[config.mk]
export PLATFORM = sky130hd
export DESIGN_NAME = pc_next_unit
export DESIGN_NICKNAME = d
export VERILOG_FILES = /design/src/rtl/pcnu_pkg.sv /design/src/rtl/pcnu_target.sv /design/src/rtl/pcnu_ctrl.sv /design/src/rtl/pcnu_pcreg.sv /design/src/rtl/pc_next_unit.sv
export SDC_FILE = /design/constraint.sdc
export NUM_CORES = 1
export LEC_CHECK = 0
export BUFFER_PORTS_ARGS = -buffer_cell sky130_fd_sc_hd__buf_2
export CAP_MARGIN = 40
export CORE_MARGIN = 1.5
export CORE_UTILIZATION = 55
export DETAILED_ROUTE_END_ITERATION = 8
export PLACE_DENSITY = 0.87
export SLEW_MARGIN = 25
export SYNTH_ARGS = -nofsm -noshare
export SYNTH_HDL_FRONTEND = slang
export SYNTH_SLANG_ARGS = --single-unit
[constraint.sdc]
create_clock -name clk_i -period 3.7 [get_ports clk_i]
set_input_delay 0.37 -clock clk_i [delete_from_list [all_inputs] [get_ports clk_i]]
set_output_delay 0.37 -clock clk_i [all_outputs]
set_load 0.05 [all_outputs]
[src/rtl/pcnu_pkg.sv]
package pcnu_pkg;
  typedef enum logic [2:0] {
    MODE_SEQ  = 3'd0,
    MODE_REL  = 3'd1,
    MODE_ABS  = 3'd2,
    MODE_LONG = 3'd3,
    MODE_IND  = 3'd4
  } pcnu_mode_e;

  typedef enum logic {
    ST_RUN = 1'b0,
    ST_TBL = 1'b1
  } pcnu_state_e;
endpackage

[src/rtl/pcnu_target.sv]
module pcnu_target
  import pcnu_pkg::*;
#(
  parameter int PC_W  = 15,
  parameter int SEG_W = 12,
  parameter int REL_W = 6
) (
  input  logic [PC_W-1:0]  pc_i,
  input  logic [2:0]       mode_i,
  input  logic [REL_W-1:0] rel_i,
  input  logic [SEG_W-1:0] abs_seg_i,
  input  logic [PC_W-1:0]  abs_long_i,
  output logic [PC_W-1:0]  tgt_o,
  output logic             ind_req_o
);
  localparam int EXT_W = PC_W - REL_W;

  logic [PC_W-1:0] seq_addr;
  logic [PC_W-1:0] rel_ext;
  logic [PC_W-1:0] rel_addr;
  logic [PC_W-1:0] seg_addr;

  assign seq_addr = pc_i + {{(PC_W-1){1'b0}}, 1'b1};
  assign rel_ext  = {{EXT_W{rel_i[REL_W-1]}}, rel_i};
  assign rel_addr = seq_addr + rel_ext;

  generate
    if (SEG_W < PC_W) begin : g_seg
      assign seg_addr = {pc_i[PC_W-1:SEG_W], abs_seg_i};
    end else begin : g_flat
      assign seg_addr = abs_seg_i[PC_W-1:0];
    end
  endgenerate

  always_comb begin
    ind_req_o = 1'b0;
    case (mode_i)
      MODE_REL:  tgt_o = rel_addr;
      MODE_ABS:  tgt_o = seg_addr;
      MODE_LONG: tgt_o = abs_long_i;
      MODE_IND: begin
        tgt_o     = pc_i;
        ind_req_o = 1'b1;
      end
      default:   tgt_o = seq_addr;
    endcase
  end
endmodule

[src/rtl/pcnu_ctrl.sv]
module pcnu_ctrl
  import pcnu_pkg::*;
#(
  parameter int BYTE_W = 8
) (
  input  logic              clk_i,
  input  logic              rst_ni,
  input  logic              en_i,
  input  logic              ind_req_i,
  input  logic [BYTE_W-1:0] acc_i,
  output logic              busy_o,
  output logic              load_o,
  output logic [BYTE_W-1:0] acc_q_o
);
  pcnu_state_e state_q, state_d;
  logic              acc_en;
  logic [BYTE_W-1:0] acc_q;

  always_comb begin
    state_d = state_q;
    load_o  = 1'b0;
    acc_en  = 1'b0;
    case (state_q)
      ST_RUN: begin
        if (en_i) begin
          if (ind_req_i) begin
            state_d = ST_TBL;
            acc_en  = 1'b1;
          end else begin
            load_o = 1'b1;
          end
        end
      end
      default: begin
        state_d = ST_RUN;
        load_o  = 1'b1;
      end
    endcase
  end

  always_ff @(posedge clk_i or negedge rst_ni) begin
    if (!rst_ni) state_q <= ST_RUN;
    else         state_q <= state_d;
  end

  always_ff @(posedge clk_i or negedge rst_ni) begin
    if (!rst_ni)     acc_q <= '0;
    else if (acc_en) acc_q <= acc_i;
  end

  assign busy_o  = (state_q == ST_TBL);
  assign acc_q_o = acc_q;


  tbl_one_cycle_chk: assert property (@(posedge clk_i) disable iff (!rst_ni)
    busy_o |=> !busy_o);


  tbl_entry_chk: assert property (@(posedge clk_i) disable iff (!rst_ni)
    (!busy_o && en_i && ind_req_i) |=> busy_o);
endmodule

[src/rtl/pcnu_pcreg.sv]
module pcnu_pcreg #(
  parameter int PC_W = 15
) (
  input  logic            clk_i,
  input  logic            rst_ni,
  input  logic            load_i,
  input  logic [PC_W-1:0] d_i,
  output logic [PC_W-1:0] q_o
);
  logic [PC_W-1:0] pc_q, pc_d;

  always_comb begin
    pc_d = pc_q;
    if (load_i) pc_d = d_i;
  end

  always_ff @(posedge clk_i or negedge rst_ni) begin
    if (!rst_ni) pc_q <= '0;
    else         pc_q <= pc_d;
  end

  assign q_o = pc_q;


  pc_hold_chk: assert property (@(posedge clk_i) disable iff (!rst_ni)
    !load_i |=> $stable(q_o));
endmodule

[src/rtl/pc_next_unit.sv]
module pc_next_unit
  import pcnu_pkg::*;
#(
  parameter int PC_W   = 15,
  parameter int SEG_W  = 12,
  parameter int REL_W  = 6,
  parameter int BYTE_W = 8
) (
  input  logic              clk_i,
  input  logic              rst_ni,
  input  logic              en_i,
  input  logic [2:0]        mode_i,
  input  logic [REL_W-1:0]  rel_i,
  input  logic [SEG_W-1:0]  abs_seg_i,
  input  logic [PC_W-1:0]   abs_long_i,
  input  logic [BYTE_W-1:0] acc_i,
  input  logic [BYTE_W-1:0] tbl_i,
  output logic [PC_W-1:0]   pc_o,
  output logic [PC_W-1:0]   fetch_o,
  output logic              busy_o
);
  localparam int HI_W = PC_W - BYTE_W;

  logic [PC_W-1:0]   pc;
  logic [PC_W-1:0]   tgt;
  logic [PC_W-1:0]   pc_d;
  logic              ind_req;
  logic              load;
  logic              busy;
  logic [BYTE_W-1:0] acc_q;
  logic [HI_W-1:0]   pc_hi;

  assign pc_hi = pc[PC_W-1:BYTE_W];

  pcnu_target #(.PC_W(PC_W), .SEG_W(SEG_W), .REL_W(REL_W)) u_target (
    .pc_i       (pc),
    .mode_i     (mode_i),
    .rel_i      (rel_i),
    .abs_seg_i  (abs_seg_i),
    .abs_long_i (abs_long_i),
    .tgt_o      (tgt),
    .ind_req_o  (ind_req)
  );

  pcnu_ctrl #(.BYTE_W(BYTE_W)) u_ctrl (
    .clk_i     (clk_i),
    .rst_ni    (rst_ni),
    .en_i      (en_i),
    .ind_req_i (ind_req),
    .acc_i     (acc_i),
    .busy_o    (busy),
    .load_o    (load),
    .acc_q_o   (acc_q)
  );

  always_comb begin
    if (busy) pc_d = {pc_hi, tbl_i};
    else      pc_d = tgt;
  end

  pcnu_pcreg #(.PC_W(PC_W)) u_pcreg (
    .clk_i  (clk_i),
    .rst_ni (rst_ni),
    .load_i (load),
    .d_i    (pc_d),
    .q_o    (pc)
  );

  assign pc_o    = pc;
  assign busy_o  = busy;
  assign fetch_o = busy ? {pc_hi, acc_q} : pc;


  ind_pc_hold_chk: assert property (@(posedge clk_i) disable iff (!rst_ni)
    busy_o |-> $stable(pc_o));


  ind_load_chk: assert property (@(posedge clk_i) disable iff (!rst_ni)
    busy_o |=> (pc_o == {$past(pc_o[PC_W-1:BYTE_W]), $past(tbl_i)}));


  long_load_chk: assert property (@(posedge clk_i) disable iff (!rst_ni)
    (!busy_o && en_i && mode_i == MODE_LONG) |=> (pc_o == $past(abs_long_i)));


  seq_step_chk: assert property (@(posedge clk_i) disable iff (!rst_ni)
    (!busy_o && en_i && mode_i == MODE_SEQ) |=> (pc_o == $past(pc_o) + 1'b1));

  generate
    if (SEG_W < PC_W) begin : g_seg_chk

      abs_seg_keep_chk: assert property (@(posedge clk_i) disable iff (!rst_ni)
        (!busy_o && en_i && mode_i == MODE_ABS)
          |=> (pc_o[PC_W-1:SEG_W] == $past(pc_o[PC_W-1:SEG_W])));
    end
  endgenerate
endmodule

==> flow_summary.yaml, run 1 <==
status:
  status: "finished clean"
routing:
  vias_per_cell: 6.12
  vias: 2662
  wl_um: 6950
  dr.pass1.iters: 4
  initialDrtViolationCount: 189
  wire_per_inst_um: 16.0
  ant_nets: 0
  drc: 0
synth:
  synth_seq_area_share: 0.245
  synth-edff-count: 0
  synth_top_area_frac: 0.245
  synthesis.area_um2: 2450
  yosysWarnings: 0
  ys_top_cells_by_area: "dfrtp_1, ha_1, nand2_1"
  postSynthAreaPerCell_um2: 7.83
  ys_async_sr_fraction: 1.00
  yosysUniqueCellTypes: 55
  synth_seq_cells: 24
  synth_top_area_cell: "dfrtp_1"
  syn-num-nets: 384
  ys.flop_type: "dfrtp_1"
  synthCells: 313
global_routing:
  grt_usage: 0.291
  grt_pass1_vias: 2686
  grt_antenna_before_repair: 0
  grt_pass1_wl_um: 11700
  gr-total-overflow: 0
  grt_max_degree: 32
sta:
  fin_crit_sh: 0.784
  slew-limit-headroom: 0.572
  max_slew.worst_pin.slew_ns: 0.638
  fin_crit_ns: 2.90
  rsz0062_at_grt: "false"
  fin_tns_setup_ns: 0
  fmax_mhz: 345
  finalSetupViolCount: 0
  finalMaxSlewViolations: 0
  fin_skew_ns: 0.00410
  hold_viol_final: 0
finish:
  final_util: 0.675
  num_antenna_cells: 0
  nets: 455
  stdcell_area_um2: 2920
  layout.cells.non_filler: 435
  synthToLayoutAreaGrowth_pct: 19.0
  drive_gt1_frac: 0.272
clocking:
  cts_tree: "built"
  cts-buffers-inserted: 3
  cts_resized: 0
  htree_num_levels: 1
  clk_path_buf_depth: 2
  post_cts_buffers: 0
  clk_pin_slew_ns: 0.09
  cts-root-buf: "clkbuf_8"
  cts_hold_buf: 0
  cts.sinks: 24
  clk_latency_ns: 0.28
worst_setup_path:
  slowest_stage: "or4_1"
  reg2reg_slack_ns: 0.80
  max_stage_delay_ns: 0.50
  r2r-start: "u_pcreg.q_o[1]$_DFFE_PN0P_"
  critical_path_class: "reg -> reg"
  r2r_end: "u_pcreg.q_o[12]$_DFFE_PN0P_"
  worstRegToRegCells: 11
  cp_data_required_time_ns: 3.86
  critPathCaptureType: "flop"
  start_kind: "flop"
  crit_chain: "ha_1, nand3_1, nor2_2, and3_1, xnor2_1, ha_1, nand2_1, nor4_1, or4_1, nand3_1, a31oi_1"
  arrival_ns: 3.06
  crit_path_max_fanout: 6
worst_hold_path:
  hold_path_class: "in -> async"
placed_design:
  gp_congestion: 0.932
  portBuffers: 85
  dpl.hpwl_um: 5470
  dpl_cell_area_um2: 2850
  dp.cells: 431
flow_run:
  max_cap_violations: 0
die:
  coreArea_um2: 4320
  dieHeight_um: 69.8
  fp-row-count: 24
  start_util: 0.567
  die_area_um2: 4870
  die_w_um: 69.8
  ios: 86
power_and_ir_drop:
  p_per_area_nw_per_um2: 575
  p_leak_nw: 1.38
  vdd_drop_max_mv: 0.447
-- cells in the mapped netlist (8+ instances only) --
| cell | n |
|---|---|
| ha_1 | 15 |
| nand2_1 | 45 |
| nor2_1 | 21 |
| o21ai_1 | 12 |
| o21ai_0 | 10 |
| xor2_1 | 9 |
| a22oi_1 | 9 |
| nand3_1 | 11 |
| mux2_2 | 8 |
| dfrtp_1 | 24 |
| xnor2_1 | 14 |
| a21oi_1 | 29 |
-- where the power goes --
group	total [W]	switching (W)	internal [W]	leakage, nW
Clock	0.000240	0.0000948	0.000145	0.0357
Sequential	0.000404	0.0000850	0.000319	0.294
Combinational	0.00103	0.000692	0.000343	1.05
-- area by class of cell --
cell class | count | area (µm²)
multi-input combinational | 259 | 1710
fill | 386 | 1410
sequential | 24 | 601
timing repair buffer | 87 | 440
tap | 52 | 65.1
clock buffer | 3 | 41.3
inverter | 9 | 33.8
clock inverter | 1 | 30.0
-- registers in the layout, indices dropped and copies added, names as in the netlist --
register,flops
u_ctrl.busy_o,1
u_ctrl.acc_q_o,8
u_pcreg.q_o,15
-- worst max path at each step --
stage	depth (start not counted)	end	slack, ns	startpoint
3_5_place_dp	10	u_pcreg.q_o[10]$_DFFE_PN0P_	0.83	u_pcreg.q_o[1]$_DFFE_PN0P_
3_3_place_gp	10	u_pcreg.q_o[12]$_DFFE_PN0P_	0.94	u_pcreg.q_o[0]$_DFFE_PN0P_
6_report	11	u_pcreg.q_o[12]$_DFFE_PN0P_	0.80	u_pcreg.q_o[1]$_DFFE_PN0P_
4_1_cts	11	u_pcreg.q_o[12]$_DFFE_PN0P_	0.81	u_pcreg.q_o[1]$_DFFE_PN0P_
5_1_grt	11	u_pcreg.q_o[12]$_DFFE_PN0P_	0.54	u_pcreg.q_o[1]$_DFFE_PN0P_
2_1_floorplan	10	u_pcreg.q_o[12]$_DFFE_PN0P_	0.74	u_pcreg.q_o[1]$_DFFE_PN0P_
-- worst max-delay path, delay by kind of cell (launching register included) --
kind / cells / cell delay [ns]
simple gates: 7 / 1.57
fa+ha+maj: 2 / 0.55
flops: 1 / 0.46
xor+xnor: 1 / 0.13
compound gates: 1 / 0.09
-- logic make-up (layout without fill, tap and decap cells) --
logic type,Yosys count,count (layout),synth area share
compound gates,109,109,0.294
simple gates,100,100,0.187
buf+inv,30,100,0.0587
flops,24,24,0.245
xor+xnor,23,23,0.0821
fa+ha+maj,16,16,0.0847
mux,11,11,0.0490
-- layer usage --
layer  share of wire  GRT usage  wire, µm  vias to the layer above
met4           0.022     0.0983       154                        0
li1                -          -         -                     1296
met5               0          0         0                        -
met2            0.49      0.512      3410                      124
met1            0.41      0.354      2860                     1224
met3           0.076     0.0552       527                       18
-- stage by stage --
stage          total power, W  hold slack (ns)  setup slack [ns]
3_3_place_gp          0.00142            0.387             0.943
6_report              0.00168           0.0694             0.799
5_1_grt               0.00178            0.111             0.538
4_1_cts               0.00168           0.0947             0.812
3_5_place_dp          0.00143            0.390             0.835
2_1_floorplan         0.00122           0.0744             0.738
-- cells in the final DEF, fill, tap and decap left out, types with 10 or more instances in the layout --
cell type / n
o21ai_1: 12
nand2_1: 45
nand3_1: 11
o21ai_0: 10
a21oi_1: 29
xnor2_1: 14
ha_1: 15
dfrtp_1: 24
nor2_1: 21
buf_2: 85
Power figures use the tool's default switching activity.
==> run 2: changes to the inputs <==
ABC_AREA = 1   (was unset)
CORE_UTILIZATION = 52   (was 55)
PLACE_DENSITY = 0.81   (was 0.87)
clock period = 3 ns   (was 3.7 ns; I/O delays follow)
==> run 2 against run 1 <==
Effect of this change:
- the run now ends with hold timing left
- sequential power rose by 17%
- clock-buffer cell count did not move
- worst setup slack got worse by 0.49 ns
- register-to-register slack got worse by 0.49 ns
- synthesized cell count rose by 34%
- clock skew rose by 0.0048 ns
- cell area rose by 8.5%
- final cell count rose by 29%
- total power rose by 9.0%
- die area rose by 15%
- critical endpoint is now u_pcreg.q_o[10]$_DFFE_PN0P_
- largest power group unchanged
==> flow_summary.yaml, run 2 <==
status:
  violations: "hold timing"
  status: "complete, but fails checks"
finish:
  drive_gt1_frac: 0.251
  num_antenna_cells: 0
  multi_input_area_um2: 1800
  final_common_cell: "nand2_1"
  nets: 566
  largest_reg_flops: 15
  seq_area_um2: 601
  synthToLayoutAreaGrowth_pct: 18.2
  stdcell_area_um2: 3170
  most-common-layout-cells: "nand2_1, buf_2, inv_1, nand3_1, dfrtp_1"
  fillers: 465
  final_util: 0.653
global_routing:
  grt_antenna_before_repair: 0
  grt_usage: 0.271
  grt_max_degree: 26
  gr-total-overflow: 0
  grt_pass1_wl_um: 11600
  grt_pass1_vias: 2519
sta:
  hold_viol_final: 2
  fin_skew_ns: 0.00893
  finalSetupViolCount: 0
  fin_crit_sh: 0.896
  rsz0062_at_grt: "false"
  max_slew.worst_pin.slew_ns: 0.744
  slew-limit-headroom: 0.504
  finalMaxSlewViolations: 0
  fin_tns_setup_ns: 0
  fmax_mhz: 372
  fin_crit_ns: 2.69
  holdWs_ns: -0.00166
synth:
  synth.most_common_cell: "nand2_1"
  postSynthAreaPerCell_um2: 6.40
  ys_top_cells_by_area: "nand2_1, dfrtp_1, ha_1"
  synth_top_area_frac: 0.225
  yosysUniqueCellTypes: 40
  synthesis.area_um2: 2680
  synthTopCellsByCount: "nand2_1, inv_1, nand3_1"
  synth_seq_area_share: 0.224
  yosysWarnings: 0
  synthCells: 419
  ys_async_sr_fraction: 1.00
  synth_seq_cells: 24
  synth-edff-count: 0
  syn-num-nets: 490
  synth_top_area_cell: "nand2_1"
  ys.flop_type: "dfrtp_1"
die:
  fp-row-count: 25
  ios: 86
  die_w_um: 74.8
  start_util: 0.553
  dieHeight_um: 74.8
  coreArea_um2: 4850
  die_area_um2: 5590
worst_setup_path:
  r2r-start: "u_pcreg.q_o[0]$_DFFE_PN0P_"
  critPathCaptureType: "flop"
  worstRegToRegCells: 18
  reg2reg_slack_ns: 0.31
  arrival_ns: 2.86
  r2r_end: "u_pcreg.q_o[10]$_DFFE_PN0P_"
  cp_data_required_time_ns: 3.17
  crit_path_max_fanout: 7
  critical_path_class: "reg -> reg"
  start_kind: "flop"
routing:
  initialDrtViolationCount: 143
  dr.pass1.iters: 5
  ant_nets: 0
  vias: 2913
  wire_per_inst_um: 12.9
  wl_um: 7250
  vias_per_cell: 5.19
  drc: 0
power_and_ir_drop:
  power_w: 0.00183
  p_int_w: 0.000878
  switching_share: 0.520
  vdd_drop_max_mv: 0.359
  seqPwrFrac: 0.257
  p_leak_nw: 1.76
  pwr-share-comb: 0.583
  p_switching_w: 0.000952
  p_per_area_nw_per_um2: 578
  power_frac_clock: 0.160
clocking:
  cts-buffers-inserted: 3
  post_cts_buffers: 0
  clk_path_buf_depth: 2
  cts_resized: 0
  clk_latency_ns: 0.28
  cts-root-buf: "clkbuf_8"
  cts.sinks: 24
  cts_hold_buf: 0
  htree_num_levels: 1
  clk_pin_slew_ns: 0.09
  cts_tree: "built"
placed_design:
  portBuffers: 85
  dpl.hpwl_um: 5760
  dpl_cell_area_um2: 3100
  gp_congestion: 0.943
worst_hold_path:
  hold_path_class: "in -> async"
flow_run:
  max_cap_violations: 0
run 2: worst max path at each step:
stage                                          start                          end  depth (start not counted)
final                     u_pcreg.q_o[0]$_DFFE_PN0P_  u_pcreg.q_o[10]$_DFFE_PN0P_                         18
after global routing      u_pcreg.q_o[0]$_DFFE_PN0P_  u_pcreg.q_o[11]$_DFFE_PN0P_                         17
after CTS                 u_pcreg.q_o[1]$_DFFE_PN0P_  u_pcreg.q_o[10]$_DFFE_PN0P_                         18
after detailed placement  u_pcreg.q_o[0]$_DFFE_PN0P_  u_pcreg.q_o[10]$_DFFE_PN0P_                         18
after global placement    u_pcreg.q_o[0]$_DFFE_PN0P_  u_pcreg.q_o[11]$_DFFE_PN0P_                         17
after floorplan           u_pcreg.q_o[1]$_DFFE_PN0P_  u_pcreg.q_o[14]$_DFFE_PN0P_                         17
run 2: worst max-delay path: stages (launching register included):
cell and delay [ns]:
dfrtp_1 0.42, ha_1 0.19, nand2_1 0.10, nor2_4 0.25
nand3_1 0.12, xor2_1 0.21, inv_1 0.08, ha_1 0.33
nand2_1 0.13, inv_1 0.05, nand2_1 0.06, nand2_1 0.06
inv_1 0.06, nand2_1 0.06, or2_1 0.20, nand3_1 0.06
nand2_1 0.05, nand2_1 0.08, nand2_1 0.05
run 2: final cells by class:
type | instances | area share
Sequential cell | 24 | 0.190
Inverter | 51 | 0.0604
Clock inverter | 1 | 0.00948
Clock buffer | 3 | 0.0130
Tap cell | 67 | 0.0265
Multi-Input combinational cell | 330 | 0.567
Timing Repair Buffer | 85 | 0.134
run 2: kinds of logic after synthesis:
group                    count (synthesis)  synth area share
buffers and inverters                   65             0.106
XOR/XNOR                                 8            0.0261
adder cells (fa/ha/maj)                 16            0.0775
flip-flops                              24             0.224
AO/OA/AOI/OAI                           55             0.140
AND/OR/NAND/NOR                        251             0.427
run 2: power by group through the flow:
| stage | logic, W | registers, W | clock network (W) |
|---|---|---|---|
| 2_1_floorplan | 0.000701 | 0.000602 | 0 |
| 3_3_place_gp | 0.00105 | 0.000470 | 0 |
| 3_5_place_dp | 0.00106 | 0.000475 | 0 |
| 4_1_cts | 0.00106 | 0.000469 | 0.000293 |
| 5_1_grt | 0.00118 | 0.000484 | 0.000307 |
| 6_report | 0.00107 | 0.000471 | 0.000292 |
run 2: per-stage QoR:
stage          hold WS [ns]  instances  setup WS (ns)
3_3_place_gp          0.313        557          0.413
2_1_floorplan       0.00441        419          0.259
6_report           -0.00166        561          0.313
4_1_cts              0.0132        561          0.336
3_5_place_dp          0.320        557          0.384
5_1_grt              0.0240        561         0.0471
run 2: routing by layer:
metal  up-vias  GRT usage  share of wire
li1       1513          -              -
met1      1278      0.378           0.46
met2       105      0.432           0.46
met3        17     0.0442          0.059
met4         0     0.0828          0.020
met5         -          0              0
==> run 3: changes to the inputs <==
CORE_MARGIN = 8   (was 1.5)
TNS_END_PERCENT = 50   (was unset)
==> run 3 against run 2 <==
Effect of this change:
- the run now ends clean
- global-route usage decreased by 5.4 points
- clock-buffer cell count up 1
- non-clock buffer count did not move
- register-to-register slack better by 0.02 ns
- sequential power barely moved
- final cell count grew 0.53%
- maximum frequency up 0.81%
- combinational power hardly changed
- cell area decreased by 0.39%
- flip-flop and latch count did not move
- utilization is 2.8 points lower
- largest cell class unchanged
- largest power group unchanged
==> flow_summary.yaml, run 3 (synthesis gave the netlist of run 2 again) <==
worst_setup_path:
  cp_data_required_time_ns: 3.17
  reg2reg_slack_ns: 0.33
  critical_path_class: "reg -> reg"
  arrival_ns: 2.83
  r2r-start: "u_pcreg.q_o[1]$_DFFE_PN0P_"
  critPathCaptureType: "flop"
  crit_path_max_fanout: 7
  r2r_end: "u_pcreg.q_o[10]$_DFFE_PN0P_"
  worstRegToRegCells: 18
  start_kind: "flop"
clocking:
  cts-buffers-inserted: 3
  cts-root-buf: "clkbuf_8"
  clk_latency_ns: 0.27
  cts_tree: "built"
  htree_num_levels: 1
  cts_hold_buf: 0
  clk_pin_slew_ns: 0.09
  cts_resized: 0
  post_cts_buffers: 0
  clk_path_buf_depth: 2
  cts.sinks: 24
sta:
  fin_skew_ns: 0.00327
  fmax_mhz: 375
  finalSetupViolCount: 0
  fin_tns_setup_ns: 0
  fin_crit_ns: 2.67
  holdWs_ns: 0.00864
  fin_crit_sh: 0.888
  max_slew.worst_pin.slew_ns: 0.734
  hold_viol_final: 0
  rsz0062_at_grt: "false"
  finalMaxSlewViolations: 0
  slew-limit-headroom: 0.510
global_routing:
  grt_antenna_before_repair: 0
  grt_usage: 0.217
  grt_pass1_vias: 2973
  grt_max_degree: 26
  gr-total-overflow: 0
  grt_pass1_wl_um: 13500
die:
  coreArea_um2: 5040
  ios: 86
  die_w_um: 87.8
  dieHeight_um: 87.8
  die_area_um2: 7710
  start_util: 0.532
  fp-row-count: 26
finish:
  largest_reg_flops: 15
  nets: 566
  stdcell_area_um2: 3160
  drive_gt1_frac: 0.251
  final_common_cell: "nand2_1"
  num_antenna_cells: 0
  synthToLayoutAreaGrowth_pct: 17.7
  most-common-layout-cells: "nand2_1, buf_2, inv_1, nand3_1, dfrtp_1"
routing:
  vias: 2972
  drc: 0
  initialDrtViolationCount: 245
  wl_um: 8020
  wire_per_inst_um: 14.2
  ant_nets: 0
  vias_per_cell: 5.27
  dr.pass1.iters: 4
placed_design:
  dpl.hpwl_um: 6630
  dpl_cell_area_um2: 3100
  gp_congestion: 0.933
  portBuffers: 85
power_and_ir_drop:
  power_w: 0.00178
  p_leak_nw: 1.75
  vdd_drop_max_mv: 0.368
  p_per_area_nw_per_um2: 564
flow_run:
  max_cap_violations: 0
worst_hold_path:
  hold_path_class: "in -> async"
status:
  status: "finished clean"
==> run 3: cell count changes in the layout (fill, tap and decap cells not counted), sizes merged <==
cell,before,now
bufinv,1,0
clkbuf,3,4
==> run 3: power by group <==
part	switching (W)	internal (W)	total, W
combinational	0.000766	0.000316	0.00108
sequential	0.0000886	0.000384	0.000473
clock	0.000108	0.000117	0.000225
==> run 3: worst max-delay path, cell delays in order, from the launching register on <==
cell and delay, ns:
dfrtp_1 0.42, ha_1 0.20, nand2_1 0.11, nor2_4 0.23, nand3_1 0.11, xor2_1 0.20
inv_1 0.07, ha_1 0.34, nand2_1 0.13, inv_1 0.05, nand2_1 0.06, nand2_1 0.08
inv_1 0.06, nand2_1 0.05, or2_1 0.20, nand3_1 0.07, nand2_1 0.05, nand2_1 0.07
nand2_1 0.05
==> run 3: layout make-up <==
type                       instances  area (µm²)
inverter                          51         191
timing repair buffer              85         425
sequential                        24         601
clock buffer                       4        55.1
tap                               70        87.6
fill                             485        1890
multi-input combinational        330        1800
==> run 3: how the worst max path moves through the flow <==
stage | from | cells past startpoint | to | slack, ns
global placement | u_pcreg.q_o[1]$_DFFE_PN0P_ | 18 | u_pcreg.q_o[10]$_DFFE_PN0P_ | 0.46
finish | u_pcreg.q_o[1]$_DFFE_PN0P_ | 18 | u_pcreg.q_o[10]$_DFFE_PN0P_ | 0.33
detailed placement | u_pcreg.q_o[1]$_DFFE_PN0P_ | 18 | u_pcreg.q_o[10]$_DFFE_PN0P_ | 0.40
CTS | u_pcreg.q_o[1]$_DFFE_PN0P_ | 18 | u_pcreg.q_o[10]$_DFFE_PN0P_ | 0.37
global route | u_pcreg.q_o[2]$_DFFE_PN0P_ | 17 | u_pcreg.q_o[14]$_DFFE_PN0P_ | 0.06
floorplan | u_pcreg.q_o[1]$_DFFE_PN0P_ | 17 | u_pcreg.q_o[14]$_DFFE_PN0P_ | 0.26
==> run 3: metrics by stage <==
step,cells,worst slack [ns],utilization
2_1_floorplan,419,0.259,-
6_report,564,0.335,0.626
5_1_grt,564,0.0606,0.626
4_1_cts,564,0.372,0.626
3_5_place_dp,560,0.397,0.615
3_3_place_gp,560,0.461,0.615
==> run 3: routing by layer <==
| layer | vias up | track usage | wire [µm] | part of all wire |
|---|---|---|---|---|
| met1 | 1360 | 0.268 | 3540 | 0.44 |
| met3 | 11 | 0.0403 | 498 | 0.062 |
| met2 | 94 | 0.374 | 3880 | 0.48 |
| met5 | - | 0 | 0 | 0 |
| met4 | 0 | 0.0563 | 102 | 0.013 |
| li1 | 1507 | - | - | - |
